<file path="src/rtl/pmb_pkg.sv">
package pmb_pkg;

    localparam int NATTR  = 7;
    localparam int ADDR_W = 5;

    typedef enum logic [2:0] {
        ATTR_GPIO  = 3'd0,
        ATTR_DRIVE = 3'd1,
        ATTR_LEVEL = 3'd2,
        ATTR_PULL  = 3'd3,
        ATTR_SELB  = 3'd4,
        ATTR_FILT  = 3'd5,
        ATTR_OPEN  = 3'd6
    } attr_e;

    typedef enum logic [1:0] {
        SLOT_RAISE = 2'd0,
        SLOT_LOWER = 2'd1,
        SLOT_STAT  = 2'd2,
        SLOT_NONE  = 2'd3
    } slot_e;

    localparam logic [ADDR_W-1:0] ADDR_PADLVL = 5'd28;

    // reset value of every bit of attribute k
    function automatic logic attr_reset_one(int k);
        return (k == int'(ATTR_GPIO)) || (k == int'(ATTR_PULL));
    endfunction

endpackage

</file>
<file path="src/rtl/pmb_attr_reg.sv">
module pmb_attr_reg #(
    parameter int W       = 32,
    parameter bit RST_ONE = 1'b0
) (
    input  logic         clk,
    input  logic         rst_n,
    input  logic [W-1:0] raise_mask,
    input  logic [W-1:0] lower_mask,
    output logic [W-1:0] state
);

    typedef struct packed {
        logic [W-1:0] bits;
    } st_t;

    st_t st_d, st_q;

    always_comb begin
        st_d = st_q;
        // lower takes precedence over raise on the same bit
        st_d.bits = (st_q.bits | raise_mask) & ~lower_mask;
    end

    always_ff @(posedge clk or negedge rst_n) begin
        if (!rst_n) st_q.bits <= {W{RST_ONE}};
        else        st_q <= st_d;
    end

    assign state = st_q.bits;

endmodule

</file>
<file path="src/rtl/pmb_in_sync.sv">
module pmb_in_sync #(
    parameter int W = 32
) (
    input  logic         clk,
    input  logic         rst_n,
    input  logic [W-1:0] pad_in,
    input  logic [W-1:0] filt_en,
    output logic [W-1:0] level
);

    typedef struct packed {
        logic [W-1:0] s1;
        logic [W-1:0] s2;
        logic [W-1:0] s3;
        logic [W-1:0] lvl;
    } sy_t;

    sy_t sy_d, sy_q;

    always_comb begin
        sy_d    = sy_q;
        sy_d.s1 = pad_in;
        sy_d.s2 = sy_q.s1;
        sy_d.s3 = sy_q.s2;
        for (int i = 0; i < W; i++) begin
            if (!filt_en[i])
                sy_d.lvl[i] = sy_q.s2[i];
            else if (sy_q.s2[i] == sy_q.s3[i])
                sy_d.lvl[i] = sy_q.s2[i];
        end
    end

    always_ff @(posedge clk or negedge rst_n) begin
        if (!rst_n) sy_q <= '0;
        else        sy_q <= sy_d;
    end

    assign level = sy_q.lvl;

    // a filtered pin does not move while its last two samples disagree
    a_r9_filter_hold: assert property (@(posedge clk) disable iff (!rst_n)
        ((filt_en & (sy_q.s2 ^ sy_q.s3)) != '0) |=>
            ((($past(filt_en) & ($past(sy_q.s2) ^ $past(sy_q.s3))) &
              (level ^ $past(level))) == '0));

endmodule

</file>
<file path="src/rtl/pmb_pad_mux.sv">
module pmb_pad_mux #(
    parameter int W = 32
) (
    input  logic [W-1:0] gpio_own,
    input  logic [W-1:0] drive_en,
    input  logic [W-1:0] out_level,
    input  logic [W-1:0] open_drain,
    input  logic [W-1:0] sel_b,
    input  logic [W-1:0] pa_out,
    input  logic [W-1:0] pa_oe,
    input  logic [W-1:0] pb_out,
    input  logic [W-1:0] pb_oe,
    output logic [W-1:0] pad_out,
    output logic [W-1:0] pad_oe
);

    for (genvar i = 0; i < W; i++) begin : g_pin
        always_comb begin
            if (gpio_own[i]) begin
                if (open_drain[i]) begin
                    pad_out[i] = 1'b0;
                    pad_oe[i]  = drive_en[i] & ~out_level[i];
                end else begin
                    pad_out[i] = out_level[i];
                    pad_oe[i]  = drive_en[i];
                end
            end else if (sel_b[i]) begin
                pad_out[i] = pb_out[i];
                pad_oe[i]  = pb_oe[i];
            end else begin
                pad_out[i] = pa_out[i];
                pad_oe[i]  = pa_oe[i];
            end
        end
    end

endmodule

</file>
<file path="src/rtl/pin_mux_bank.sv">
module pin_mux_bank
    import pmb_pkg::*;
#(
    parameter int NPINS = 32
) (
    input  logic              clk,
    input  logic              rst_n,
    input  logic              bus_wr,
    input  logic              bus_rd,
    input  logic [ADDR_W-1:0] bus_addr,
    input  logic [NPINS-1:0]  bus_wdata,
    output logic [NPINS-1:0]  bus_rdata,
    input  logic [NPINS-1:0]  pad_in,
    output logic [NPINS-1:0]  pad_out,
    output logic [NPINS-1:0]  pad_oe,
    output logic [NPINS-1:0]  pad_pullup,
    output logic [NPINS-1:0]  pin_level,
    input  logic [NPINS-1:0]  pa_out,
    input  logic [NPINS-1:0]  pa_oe,
    input  logic [NPINS-1:0]  pb_out,
    input  logic [NPINS-1:0]  pb_oe
);

    localparam int IDX_W = ADDR_W - 2;

    logic [IDX_W-1:0] a_idx;
    slot_e            a_slot;
    logic [NPINS-1:0] raise_m [NATTR];
    logic [NPINS-1:0] lower_m [NATTR];
    logic [NPINS-1:0] attr    [NATTR];
    logic [NPINS-1:0] rd_val;

    assign a_idx  = bus_addr[ADDR_W-1:2];
    assign a_slot = slot_e'(bus_addr[1:0]);

    for (genvar k = 0; k < NATTR; k++) begin : g_attr
        assign raise_m[k] = (bus_wr && a_idx == IDX_W'(k) && a_slot == SLOT_RAISE)
                            ? bus_wdata : '0;
        assign lower_m[k] = (bus_wr && a_idx == IDX_W'(k) && a_slot == SLOT_LOWER)
                            ? bus_wdata : '0;
        pmb_attr_reg #(
            .W       (NPINS),
            .RST_ONE (attr_reset_one(k))
        ) u_attr (
            .clk        (clk),
            .rst_n      (rst_n),
            .raise_mask (raise_m[k]),
            .lower_mask (lower_m[k]),
            .state      (attr[k])
        );
    end

    pmb_in_sync #(.W(NPINS)) u_sync (
        .clk     (clk),
        .rst_n   (rst_n),
        .pad_in  (pad_in),
        .filt_en (attr[ATTR_FILT]),
        .level   (pin_level)
    );

    pmb_pad_mux #(.W(NPINS)) u_mux (
        .gpio_own   (attr[ATTR_GPIO]),
        .drive_en   (attr[ATTR_DRIVE]),
        .out_level  (attr[ATTR_LEVEL]),
        .open_drain (attr[ATTR_OPEN]),
        .sel_b      (attr[ATTR_SELB]),
        .pa_out     (pa_out),
        .pa_oe      (pa_oe),
        .pb_out     (pb_out),
        .pb_oe      (pb_oe),
        .pad_out    (pad_out),
        .pad_oe     (pad_oe)
    );

    assign pad_pullup = attr[ATTR_PULL];

    // read mux
    always_comb begin
        rd_val = '0;
        for (int k = 0; k < NATTR; k++) begin
            if (a_idx == IDX_W'(k) && a_slot == SLOT_STAT) rd_val = attr[k];
        end
        if (bus_addr == ADDR_PADLVL) rd_val = pin_level;
    end

    typedef struct packed {
        logic [NPINS-1:0] rdata;
    } rd_t;

    rd_t rd_d, rd_q;

    always_comb begin
        rd_d       = rd_q;
        rd_d.rdata = bus_rd ? rd_val : '0;
    end

    always_ff @(posedge clk or negedge rst_n) begin
        if (!rst_n) rd_q <= '0;
        else        rd_q <= rd_d;
    end

    assign bus_rdata = rd_q.rdata;

    // after a raise write to drive enable, every masked pin is enabled
    a_r2_raise_sets: assert property (@(posedge clk) disable iff (!rst_n)
        (bus_wr && bus_addr == 5'd4) |=>
            ((attr[ATTR_DRIVE] & $past(bus_wdata)) == $past(bus_wdata)));

    // raise and lower addresses read back as zero
    a_r3_pair_reads_zero: assert property (@(posedge clk) disable iff (!rst_n)
        (bus_rd && (a_slot == SLOT_RAISE || a_slot == SLOT_LOWER) &&
         bus_addr != ADDR_PADLVL) |=> (bus_rdata == '0));

    // an open-drain GPIO pin never drives high
    a_r6_open_drain_low: assert property (@(posedge clk) disable iff (!rst_n)
        ((attr[ATTR_GPIO] & attr[ATTR_OPEN] & pad_out) == '0));

    // writes to unmapped addresses leave every attribute alone
    a_r10_hole_write: assert property (@(posedge clk) disable iff (!rst_n)
        (bus_wr && (a_slot == SLOT_NONE || a_idx == IDX_W'(NATTR))) |=>
            ($stable(attr[ATTR_GPIO]) && $stable(attr[ATTR_DRIVE]) &&
             $stable(attr[ATTR_LEVEL]) && $stable(attr[ATTR_PULL]) &&
             $stable(attr[ATTR_SELB]) && $stable(attr[ATTR_FILT]) &&
             $stable(attr[ATTR_OPEN])));

endmodule

</file>
<file path="config.mk">
export PLATFORM = sky130hd
export DESIGN_NAME = pin_mux_bank
export DESIGN_NICKNAME = d
export VERILOG_FILES = /design/src/rtl/pmb_pkg.sv /design/src/rtl/pmb_attr_reg.sv /design/src/rtl/pmb_in_sync.sv /design/src/rtl/pmb_pad_mux.sv /design/src/rtl/pin_mux_bank.sv
export SDC_FILE = /design/constraint.sdc
export NUM_CORES = 1
export LEC_CHECK = 0
export BUFFER_PORTS_ARGS = -buffer_cell sky130_fd_sc_hd__buf_2
export CORE_MARGIN = 4
export CORE_UTILIZATION = 57
export CTS_BUF_LIST = sky130_fd_sc_hd__clkbuf_8
export CTS_CLUSTER_SIZE = 28
export DETAILED_ROUTE_END_ITERATION = 16
export PLACE_DENSITY = 0.83
export SLEW_MARGIN = 20
export SYNTH_ARGS = -nofsm -noshare
export SYNTH_HDL_FRONTEND = slang
export SYNTH_SLANG_ARGS = --single-unit
</file>
<file path="constraint.sdc">
create_clock -name clk -period 1.6 [get_ports clk]
set_input_delay 0.08 -clock clk [delete_from_list [all_inputs] [get_ports clk]]
set_output_delay 0.08 -clock clk [all_outputs]
set_load 0.01 [all_outputs]
</file>
# Word level (Yosys, flattened, before mapping)
# Cells that the tools add are included.
# word_totals
reg_bits,384
output_inout_bits,160
wordCells,510
# classes
n_eq_ne,73
mux,279
bitwise,85
n_reduce_logical,30
# ops
operator,n
32-bit two-way mux,23
1-bit two-way mux,256
32-bit bitwise AND,7
32-bit inverter,7
32-bit OR,7
"2-bit by 1-bit inequality test with 1-bit output, second input constant",32
1-bit bitwise AND,32
1-bit == test,32
1-bit inverter,32
1-bit logical AND,28
"3-bit == test, second input constant",3
"3-bit by 2-bit == test with 1-bit output, second input constant",2
"5-bit == test, second input constant",1
"3-bit by 1-bit == test with 1-bit output, second input constant",1
3-bit zero test,1
"2-bit by 1-bit == test with 1-bit output, second input constant",1
"2-bit == test, second input constant",1
2-bit zero test,1

# Longest topological paths before layout
# Gate-level depths: netlist of the first run.
# logic_depth
ltp_word,11
ltp_mapped,7
ltp_nobuf,4

# Cells and area by module
# Synthesis of the first run repeated with hierarchy kept, for this count alone.
# hier_totals
hier_cells,1860
area_unflattened_um2,20452.1
# by_module_without_submodules
module,n_inst,cells_each,area_each_um2,seq_area_each_um2
pin_mux_bank,1,964,6686.4,800.8
pmb_attr_reg (g_attr[1].u_attr ...),5,64,1121.1,800.8
pmb_in_sync,1,256,4164.0,3203.1
pmb_attr_reg (g_attr[0].u_attr ...),2,64,1161.1,840.8
pmb_pad_mux,1,192,1674.1,0.0

# Worst setup path before layout of the first run
# Ideal clock, no wire load.
# synth_timing
path_kind,input -> register
from,input port bus_addr[2]
to,"register g_attr[0].u_attr.st_q, in the netlist g_attr[0].u_attr.state[10]"
arrival_ns,1.358
slack_ns,0.169
path_stages,6
path_buffers,2
path_cell_list,buf_6 -> or4b_4 -> nor3_4 -> buf_6 -> a21oi_1 -> a21oi_1
# synth_lines
item,line_no,rtl
start: declaration,pin_mux_bank.sv:10,"input logic [ADDR_W-1:0] bus_addr,"
end signal: assignment,pmb_attr_reg.sv:26,else st_q <= st_d;
end: declaration,pmb_attr_reg.sv:16,"st_t st_d, st_q;"

# Worst setup path after layout of the first run
# layout_timing
from,"register g_attr[0].u_attr.st_q, in the netlist g_attr[0].u_attr.state[0]"
to,output port pad_out[0]
# layout_between
elab_chain_cells,1
# layout_lines
item,line_no,rtl
1-bit two-way mux,pmb_pad_mux.sv:19,if (gpio_own[i]) begin
end: declaration,pin_mux_bank.sv:14,"output logic [NPINS-1:0] pad_out,"
# No other way between the ends.

==> run_results.csv, run 1 <==
group,metric,value,unit
timing,max_freq,577,MHz
worst_setup_path,reg2reg_slack,130,ps
synth,synth_fp_nets,1935,
place,pre_cts_slack,-47.5,ps
clocking,insertion_delay,610,ps
worst_setup_path,critical_path_depth,3,
clocking,cts_tree,"built",
timing,clock_skew,21.9,ps
place,io_buffers,360,
place,place.detailed.hpwl,39.9,mm
clocking,cts_buffer_depth,3,
place,gp_congestion,0.925,
drt,vias,17500,
place,dpl.cell_count,2382,
worst_setup_path,cp_cell_sequence,"nand3b_1, o21ai_1, buf_2",
global_routing,overflow,0,
floorplan,fp.dieArea,0.0337,mm2
timing,finalHoldViolCount,0,
worst_setup_path,critPathMaxFanout,4,
hold_path,hold_path_class,"input pin to register",
clocking,cts.sinks,384,
worst_setup_path,cp.arrival,1650,ps
synth,ys_ff_latch,384,
power_and_ir_drop,p_leak,10.5,nW
synth,ys.flop_type,"dfrtp_1",
cells_and_area,fill_cells,1892,
timing,fin_crit,1730,ps
timing,finalMaxSlewViolations,0,
floorplan,die_h,183,um
global_routing,grt_usage,0.357,
timing,rsz0062_at_grt,"yes",
cells_and_area,nNetsFinal,2416,
cells_and_area,stdcell_count,2659,
drt,wl,64.0,mm
synth,yosysWarnings,0,
worst_setup_path,reg2reg_depth,6,
timing,period_share,1.08,
worst_setup_path,critPathLaunchType,"register",
worst_setup_path,critPathBufInv,1,
worst_setup_path,cpPeakStageDelay,600,ps
global_routing,antenna_found_initial,3,
floorplan,rows,63,
status,outcome,"finished with violations",
floorplan,core-area,0.0300,mm2
cells_and_area,layout_commonest_cell,"a21oi_1",
worst_setup_path,cp_slowest_cell,"dfstp_2",
drt,ant_nets,0,
timing,worst_slack,-133,ps
synth,ys_types,40,
global_routing,grt_max_degree,57,
timing,tightestPinTransition,942,ps
synth,syn_area,0.0175,mm2
cells_and_area,final_cell_mix,"533 x a21oi_1, 357 x buf_2, 289 x dfrtp_1, 141 x buf_4, 87 x nor2_1",
flow_run,drv_cap,0,
clocking,clock_tree.htree_level_count,2,
clocking,numCtsBuffers,60,
synth,yosysSeqAreaShare,0.552,
worst_setup_path,crit_required,1520,ps
worst_setup_path,cp_top_family,"flip-flops",
cells_and_area,final_layout_size_suffix_gt1_frac,0.359,
floorplan,die_w,183,um
timing,final.setup.tns,-2130,ps
timing,finalSetupViolations,46,
global_routing,grt_pass1_vias,17300,
power_and_ir_drop,powerDensity,1200,mW/mm2
drt,vias_per_cell,6.57,
floorplan,initial_utilization,0.584,
synth,synth_edf_count,0,
clocking,clock-root-buffer,"clkbuf_8",
cells_and_area,syn_to_final_growth,30.4,%
synth,synthCells,1734,
worst_setup_path,end_kind,"output port",
floorplan,pin_count,361,
power_and_ir_drop,fin_total_pwr,27.5,mW
synth,ys_async_sr_fraction,1.00,
drt,wl_per_cell,24.1,um
worst_setup_path,critPathKind,"register to output port",
clocking,clkTransAtPathRegs,70,ps
power_and_ir_drop,max-vdd-ir-drop,0.911,mV
drt,dr.pass1.iters,6,
drt,drc,0,
hold_path,hold_depth,4,
synth,synth.avg_cell_area,10.1,um2
drt,drt-initial-drc-count,2216,
timing,max_slew_margin,0.372,
status,violations,"setup timing",
global_routing,grt_pass1_wl,95.1,mm
[cell type report]
type	count	area, um2	share of cell area
inverter	2	7.51	0.000328
multi-input combinational	1162	7190	0.314
clock buffer	75	1030	0.0451
sequential	384	9730	0.425
antenna	3	7.51	0.000328
clock inverter	38	154	0.00673
tap	390	488	0.0213
timing repair buffer	605	4270	0.187
[metal layers]
layer	vias to the layer above	global-route usage	share of wire
li1	7253	-	-
met1	8345	0.453	0.34
met2	1497	0.568	0.46
met3	361	0.0922	0.13
met4	2	0.192	0.063
met5	-	0	0.00030
[worst min-delay path, cell delays in order]
cell	delay, ps
buf_2	110
buf_12	180
a21oi_1	90
o2bb2ai_1	140
[where the power goes]
part / leakage, nW / switching (mW) / internal, mW
clock: 0.734 / 3.83 / 4.20
sequential: 4.63 / 1.73 / 11.4
combinational: 5.10 / 3.34 / 3.04
total: 10.5 / 8.90 / 18.6
[final timing paths]
| path | startpoint | endpoint |
|---|---|---|
| worst max-delay path | g_attr[0].u_attr.state[0] | pad_out[0] |
| worst min-delay path | bus_addr[4] | bus_rdata[31] |
| worst max register to register | g_attr[4].u_attr.state[11] | bus_rdata[11] |
| worst min register to register | u_sync.sy_d[78] | u_sync.sy_d[46] |
| max in group asynchronous | rst_n | u_sync.sy_d[61] |
| min in group asynchronous | rst_n | g_attr[0].u_attr.state[5] |
[logic make-up after synthesis]
group / count (synthesis) / share of synthesized area
DFF: 384 / 0.552
buffers and inverters: 188 / 0.0590
muxes: 87 / 0.0496
and+or+nand+nor: 298 / 0.0878
AOI/OAI and AO/OA: 777 / 0.251
[synthesized netlist by cell type (27+ instances only)]
cell      number  area, um2
a211oi_1      33        248
a21oi_1      540       2700
a221oi_1      27        236
buf_2         44        220
buf_4         65        488
clkbuf_1      70        263
dfrtp_1      320       8010
dfstp_2       64       1680
mux2i_1       87        871
nand2_1       76        285
nand2b_1      38        238
nand3b_1      34        255
nor2_1        92        345
nor2b_1       39        244
o21ai_0       61        305
o221ai_1      31        272
o22a_1        27        236
o22ai_1       29        181
[stage by stage]
stage | hold slack [ps] | utilization | cell area [um2]
detailed placement | 15.0 | 0.664 | 19900
global placement | 16.2 | 0.664 | 19900
CTS | 6.45 | 0.749 | 22500
finish | 46.2 | 0.762 | 22900
floorplan | -216 | - | 17500
global route | 55.0 | 0.762 | 22900
[state kept, by name, summed over array words and instances, names as in the netlist]
register             cells
g_attr.u_attr.state    224
u_sync.sy_d             64
bus_rdata               32
u_sync.level            32
u_sync.sy_q             32
[repair_timing]
action / in CTS / in global routing
hold buffers: 68 / 0
endpoints found under the setup margin: 61 / 79
endpoints found under the hold margin: 600 / 0
pin swaps: 17 / 21
setup buffers: 68 / 25
resized for setup: 77 / 58
(Power assumes the default switching activity.)
==> run 2, diff against run 1 <==
RECOVER_POWER = 100   (was default)
SKIP_CTS_REPAIR_TIMING = 1   (was default)
==> run 2 against run 1 <==
Cell count decreased by 1.5%. The flow still finishes with violations (setup timing). Critical endpoint unchanged. Sequential share of layout area is 1.3 points higher. Register-to-register slack better by 100 ps. Core utilization fell by 2.2 points. Clock skew about the same. Highest routed layer is now met4.
==> run_results.csv, run 2 (synthesis gave the netlist of run 1 again) <==
group,metric,value,unit
status,outcome,"finished with violations",
status,violations,"setup timing",
drt,drt-initial-drc-count,2216,
floorplan,die_h,183,um
hold_path,hold_start,"bus_addr[4]",
worst_setup_path,critPathMaxFanout,4,
cells_and_area,fill_cells,2005,
clocking,cts_buffer_depth,3,
cells_and_area,multiInputGateArea,0.00711,mm2
power_and_ir_drop,powerDensity,1220,mW/mm2
drt,wl_per_cell,23.9,um
floorplan,pin_count,361,
timing,max_freq,571,MHz
floorplan,initial_utilization,0.584,
global_routing,antenna_found_initial,1,
timing,tightestPinTransition,1350,ps
cells_and_area,seqCellArea,0.00973,mm2
timing,fin_crit,1750,ps
timing,clock_skew,22.4,ps
clocking,clock_tree.htree_level_count,2,
timing,finalHoldViolCount,0,
timing,max_slew_margin,0.102,
worst_setup_path,worstReg2RegStart,"g_attr[0].u_attr.state[31]",
cells_and_area,final_cell_mix,"536 x a21oi_1, 348 x buf_2, 286 x dfrtp_1, 91 x buf_4, 90 x nor2_1",
floorplan,fp.dieArea,0.0337,mm2
cells_and_area,stdcell_count,2620,
clocking,clock-root-buffer,"clkbuf_8",
clocking,clkTransAtPathRegs,70,ps
drt,ant_nets,0,
worst_setup_path,r2r-end,"bus_rdata[31]",
worst_setup_path,crit_required,1520,ps
worst_setup_path,reg2reg_depth,4,
worst_setup_path,critPathKind,"register to output port",
worst_setup_path,reg2reg_slack,230,ps
drt,wl,62.5,mm
global_routing,grt_max_degree,57,
floorplan,core-area,0.0300,mm2
place,place.detailed.hpwl,39.9,mm
global_routing,grt_pass1_vias,16200,
cells_and_area,syn_to_final_growth,26.6,%
hold_path,min_to,"bus_rdata[31]",
drt,dr.pass1.iters,7,
cells_and_area,largest_reg_flops,224,
worst_setup_path,cp_cell_sequence,"nand3b_1, o21ai_1, buf_2",
worst_setup_path,cp_slowest_cell,"dfstp_2",
worst_setup_path,cpPeakStageDelay,610,ps
worst_setup_path,cp.arrival,1670,ps
place,io_buffers,360,
cells_and_area,final_layout_size_suffix_gt1_frac,0.334,
drt,vias,17100,
cells_and_area,layout_commonest_cell,"a21oi_1",
global_routing,overflow,0,
clocking,insertion_delay,600,ps
global_routing,grt_pass1_wl,89.6,mm
place,gp_congestion,0.925,
timing,hold_slack,44.6,ps
clocking,numCtsBuffers,60,
global_routing,grt_usage,0.337,
clocking,cts.sinks,384,
timing,period_share,1.09,
place,dpl.cell_count,2382,
floorplan,die_w,183,um
cells_and_area,nNetsFinal,2379,
drt,vias_per_cell,6.53,
drt,drc,0,
power_and_ir_drop,p_leak,10.1,nW
timing,finalSetupViolations,50,
worst_setup_path,critPathLaunchType,"register",
clocking,cts_tree,"built",
floorplan,rows,63,
flow_run,drv_cap,0,
hold_path,hold_path_class,"input pin to register",
power_and_ir_drop,max-vdd-ir-drop,0.885,mV
timing,finalMaxSlewViolations,0,
timing,rsz0062_at_grt,"yes",
hold_path,hold_depth,4,
timing,worst_slack,-152,ps
worst_setup_path,end_kind,"output port",
[run 2: cell count changes in the layout (fill, tap and decap cells not counted), sizes merged]
| cell | change |
|---|---|
| dlymetal6s4s | -1 |
| buf | -75 |
| clkbuf | +39 |
| diode | -2 |
[run 2: power by group]
| part | total [mW] | internal, mW | switching, mW |
|---|---|---|---|
| combinational | 5.87 | 2.75 | 3.12 |
| sequential | 13.2 | 11.4 | 1.79 |
| clock | 8.03 | 4.20 | 3.83 |
[run 2: per-layer routing]
layer | global-route usage | share of wire
met2 | 0.532 | 0.46
met3 | 0.0948 | 0.14
met1 | 0.431 | 0.35
met4 | 0.170 | 0.058
met5 | 0 | 0
[run 2: metrics by stage]
step | setup slack [ps] | TNS, ps | utilization | area, um2 | power, mW
floorplan | 169 | 0 | - | 17500 | 15.9
global placement | -22.1 | -22.1 | 0.664 | 19900 | 17.8
detailed placement | -47.5 | -222 | 0.664 | 19900 | 18.1
CTS | -207 | -4230 | 0.704 | 21100 | 26.0
global route | -216 | -10710 | 0.740 | 22200 | 28.2
finish | -152 | -2470 | 0.740 | 22200 | 27.1
[run 2: how the worst max path moves through the flow]
stage | from | endpoint | slack (ps) | cells past startpoint
2_1_floorplan | bus_addr[2] | g_attr[0].u_attr.state[10] | 170 | 6
3_3_place_gp | bus_addr[3] | bus_rdata[28] | -20 | 6
3_5_place_dp | bus_addr[3] | bus_rdata[11] | -50 | 6
4_1_cts | g_attr[4].u_attr.state[10] | pad_oe[10] | -210 | 4
5_1_grt | g_attr[0].u_attr.state[0] | pad_out[0] | -220 | 3
6_report | g_attr[0].u_attr.state[0] | pad_out[0] | -150 | 3
[run 2: layout make-up]
cell class                      count  share of cell area
Sequential cell                   384               0.438
Antenna cell                        1            0.000113
Timing Repair Buffer              568               0.166
Tap cell                          390              0.0220
Inverter                            2            0.000338
Clock buffer                       75              0.0465
Multi-Input combinational cell   1162               0.320
Clock inverter                     38             0.00693
[run 2: worst max-delay path, delay by kind of cell, from the launching register on]
family | cells | cell delay [ps]
buffers and inverters | 1 | 160
flip-flops | 1 | 610
AND/OR/NAND/NOR | 1 | 180
AO/OA/AOI/OAI | 1 | 130
==> run 3, diff against run 2 <==
ABC_AREA = 1   (was default)
CORE_MARGIN = default   (was 4)
PLACE_DENSITY = 0.82   (was 0.83)
==> run 3 against run 2 <==
The flow still finishes with violations (setup timing). Cell count increased by 12%. Non-clock buffer count decreased by 42. Sequential power about the same. Setup slack got worse by 14 ps. Count of clock-buffer cells in the layout decreased by 6. Largest cell class unchanged. Critical path type unchanged. Total power decreased by 3.9%. Register-to-register slack improved by 140 ps. Wire length decreased by 4.1%. Critical endpoint is now pad_out[12].
==> run_results.csv, run 3 <==
group,metric,value,unit
synth,yosys-top-cells-area,"dfrtp_1 45%, a21oi_1 12%, dfstp_2 9.5%",
place,pre_cts_slack,15.6,ps
global_routing,grt_pass1_wl,88.2,mm
cells_and_area,final_layout_size_suffix_gt1_frac,0.239,
synth,yosysSeqAreaShare,0.550,
synth,synth_edf_count,0,
timing,period_share,1.10,
drt,drc,0,
timing,hold_slack,103,ps
floorplan,die_w,178,um
synth,ys_ff_latch,384,
timing,max_freq,566,MHz
timing,rsz0062_at_grt,"yes",
clocking,clock-root-buffer,"clkbuf_8",
global_routing,grt_pass1_vias,16800,
power_and_ir_drop,powerDensity,1180,mW/mm2
timing,clock_skew,25.2,ps
clocking,cts.sinks,384,
timing,fin_crit,1770,ps
hold_path,hold_path_class,"input pin to register",
clocking,numCtsBuffers,60,
worst_setup_path,cp.arrival,1690,ps
place,place.detailed.hpwl,39.2,mm
power_and_ir_drop,max-vdd-ir-drop,0.733,mV
status,outcome,"finished with violations",
power_and_ir_drop,p_sw_frac,0.326,
worst_setup_path,crit_required,1520,ps
power_and_ir_drop,p_leak,10.5,nW
flow_run,drv_cap,0,
synth,synthCells,2079,
drt,wl_per_cell,20.5,um
worst_setup_path,end_kind,"output port",
clocking,cts_tree,"built",
synth,synth-adder-area-share,0,
synth,synth_compound_area_frac,0.197,
clocking,insertion_delay,620,ps
synth,ys.flop_type,"dfrtp_1",
timing,tightestPinTransition,1410,ps
drt,wl,60.0,mm
global_routing,overflow,0,
place,gp_congestion,0.902,
synth,synth_fp_nets,2280,
cells_and_area,final_cell_mix,"419 x a21oi_1, 319 x dfrtp_1, 265 x nand2_1, 265 x buf_2, 205 x inv_1",
floorplan,rows,63,
drt,vias,17600,
place,io_buffers,360,
synth,synth.avg_cell_area,8.47,um2
global_routing,antenna_found_initial,3,
power_and_ir_drop,p_int,17.5,mW
timing,finalMaxSlewViolations,0,
power_and_ir_drop,switchingPower,8.49,mW
cells_and_area,nNetsFinal,2688,
drt,dr.pass1.iters,6,
clocking,clkTransAtPathRegs,70,ps
floorplan,die_h,178,um
synth,synthMostInstantiatedCell,"a21oi_1",
floorplan,fp.dieArea,0.0316,mm2
timing,finalSetupViolations,63,
status,violations,"setup timing",
global_routing,grt_max_degree,51,
cells_and_area,largest_reg_flops,224,
power_and_ir_drop,power_frac_clock,0.305,
clocking,clock_tree.htree_level_count,2,
clocking,cts_buffer_depth,3,
timing,max_slew_margin,0.0579,
synth,netlist_top_cells_count,"420 x a21oi_1, 320 x dfrtp_1, 268 x nand2_1",
global_routing,grt_usage,0.365,
power_and_ir_drop,combPwrFrac,0.200,
cells_and_area,syn_to_final_growth,24.6,%
synth,syn_area,0.0176,mm2
synth,synthMuxAreaShare,0.00114,
synth,synthSimpleGateAreaFrac,0.155,
timing,worst_slack,-166,ps
drt,vias_per_cell,6.02,
power_and_ir_drop,power_frac_seq,0.495,
synth,synth_top_area_share,0.455,
synth,yosysWarnings,0,
cells_and_area,layout_commonest_cell,"a21oi_1",
floorplan,pin_count,361,
drt,drt-initial-drc-count,2380,
synth,ys_types,24,
synth,synth_top_family_by_area,"compound AO/OA/AOI/OAI gates",
synth,ys_async_sr_fraction,1.00,
floorplan,core-area,0.0300,mm2
synth,synth-xor-area-share,0,
worst_setup_path,critPathMaxFanout,4,
worst_setup_path,critPathLaunchType,"register",
cells_and_area,fill_cells,2230,
synth,synth_top_area_cell,"dfrtp_1",
timing,finalHoldViolCount,0,
worst_setup_path,critPathKind,"register to output port",
floorplan,initial_utilization,0.587,
drt,ant_nets,0,
[run 3: cell types whose count changed in the layout (fill, tap and decap cells not counted), moves of 67 or more]
cell and delta:
nand4_1 +67, o21ai_0 +71, mux2i_1 -84, nand2_1 +192, clkbuf_1 +76, buf_2 -83, nor2_1 +88, a21oi_1 -117
nand3_1 +72, inv_1 +171
[run 3: critical path, stage by stage, from the launching register on]
cell     delay (ps)
dfstp_2         590
inv_2            70
nor2_1           90
nand2_1          70
o21ai_1         100
buf_2           150
[run 3: worst paths after layout]
check,startpoint,slack (ps),end,cells past startpoint
setup / recovery,g_attr[0].u_attr.state[12],-170,pad_out[12],5
hold / removal,pad_in[13],100,u_sync.sy_d[77],2
setup reg to reg,g_attr[0].u_attr.state[6],370,bus_rdata[6],6
hold reg to reg,u_sync.sy_d[82],350,u_sync.sy_d[50],0
max in group asynchronous,rst_n,60,g_attr[3].u_attr.state[10],3
min in group asynchronous,rst_n,350,u_sync.sy_d[40],2
[run 3: area by class of cell]
cell class | count | area [um2] | area share
diodes | 3 | 7.51 | 0.000342
clock buffers | 69 | 950 | 0.0433
clock inverters | 44 | 208 | 0.00946
inverters | 199 | 747 | 0.0340
multi-input cells | 1316 | 6570 | 0.299
flip-flops and latches | 384 | 9690 | 0.441
well taps | 390 | 488 | 0.0222
repair buffers | 526 | 3300 | 0.150
[run 3: cell families after synthesis]
group                  count (synthesis)
and+or+nand+nor                      640
muxes                                  2
buffers and inverters                379
DFF                                  384
AOI/OAI and AO/OA                    674
[run 3: per-layer routing]
layer | up-vias | routed length (um) | global-route usage | part of all wire
met2 | 1299 | 27700 | 0.574 | 0.46
met5 | - | 58 | 0 | 0.00097
met4 | 2 | 2640 | 0.173 | 0.044
met1 | 8330 | 22300 | 0.489 | 0.37
met3 | 260 | 7190 | 0.0698 | 0.12
li1 | 7741 | - | - | -
[run 3: power by group through the flow]
stage | logic (mW) | clock network [mW] | registers, mW
after detailed placement | 4.59 | 0 | 12.9
after global placement | 4.33 | 0 | 12.8
after CTS | 4.61 | 8.03 | 12.7
after global routing | 5.79 | 8.47 | 13.0
final | 5.20 | 7.95 | 12.9
after floorplan | 3.01 | 0 | 12.4
[run 3: stage by stage]
step                      std cells  setup TNS (ps)  power [mW]  utilization  cell area [um2]
after floorplan                2079               0        15.4            -            17600
after global placement         2726               0        17.1        0.668            20100
after detailed placement       2726               0        17.4        0.668            20100
after CTS                      2839           -6610        25.4        0.707            21200
after global routing           2930          -17630        27.3        0.731            22000
final                          2931           -5330        26.0        0.731            22000
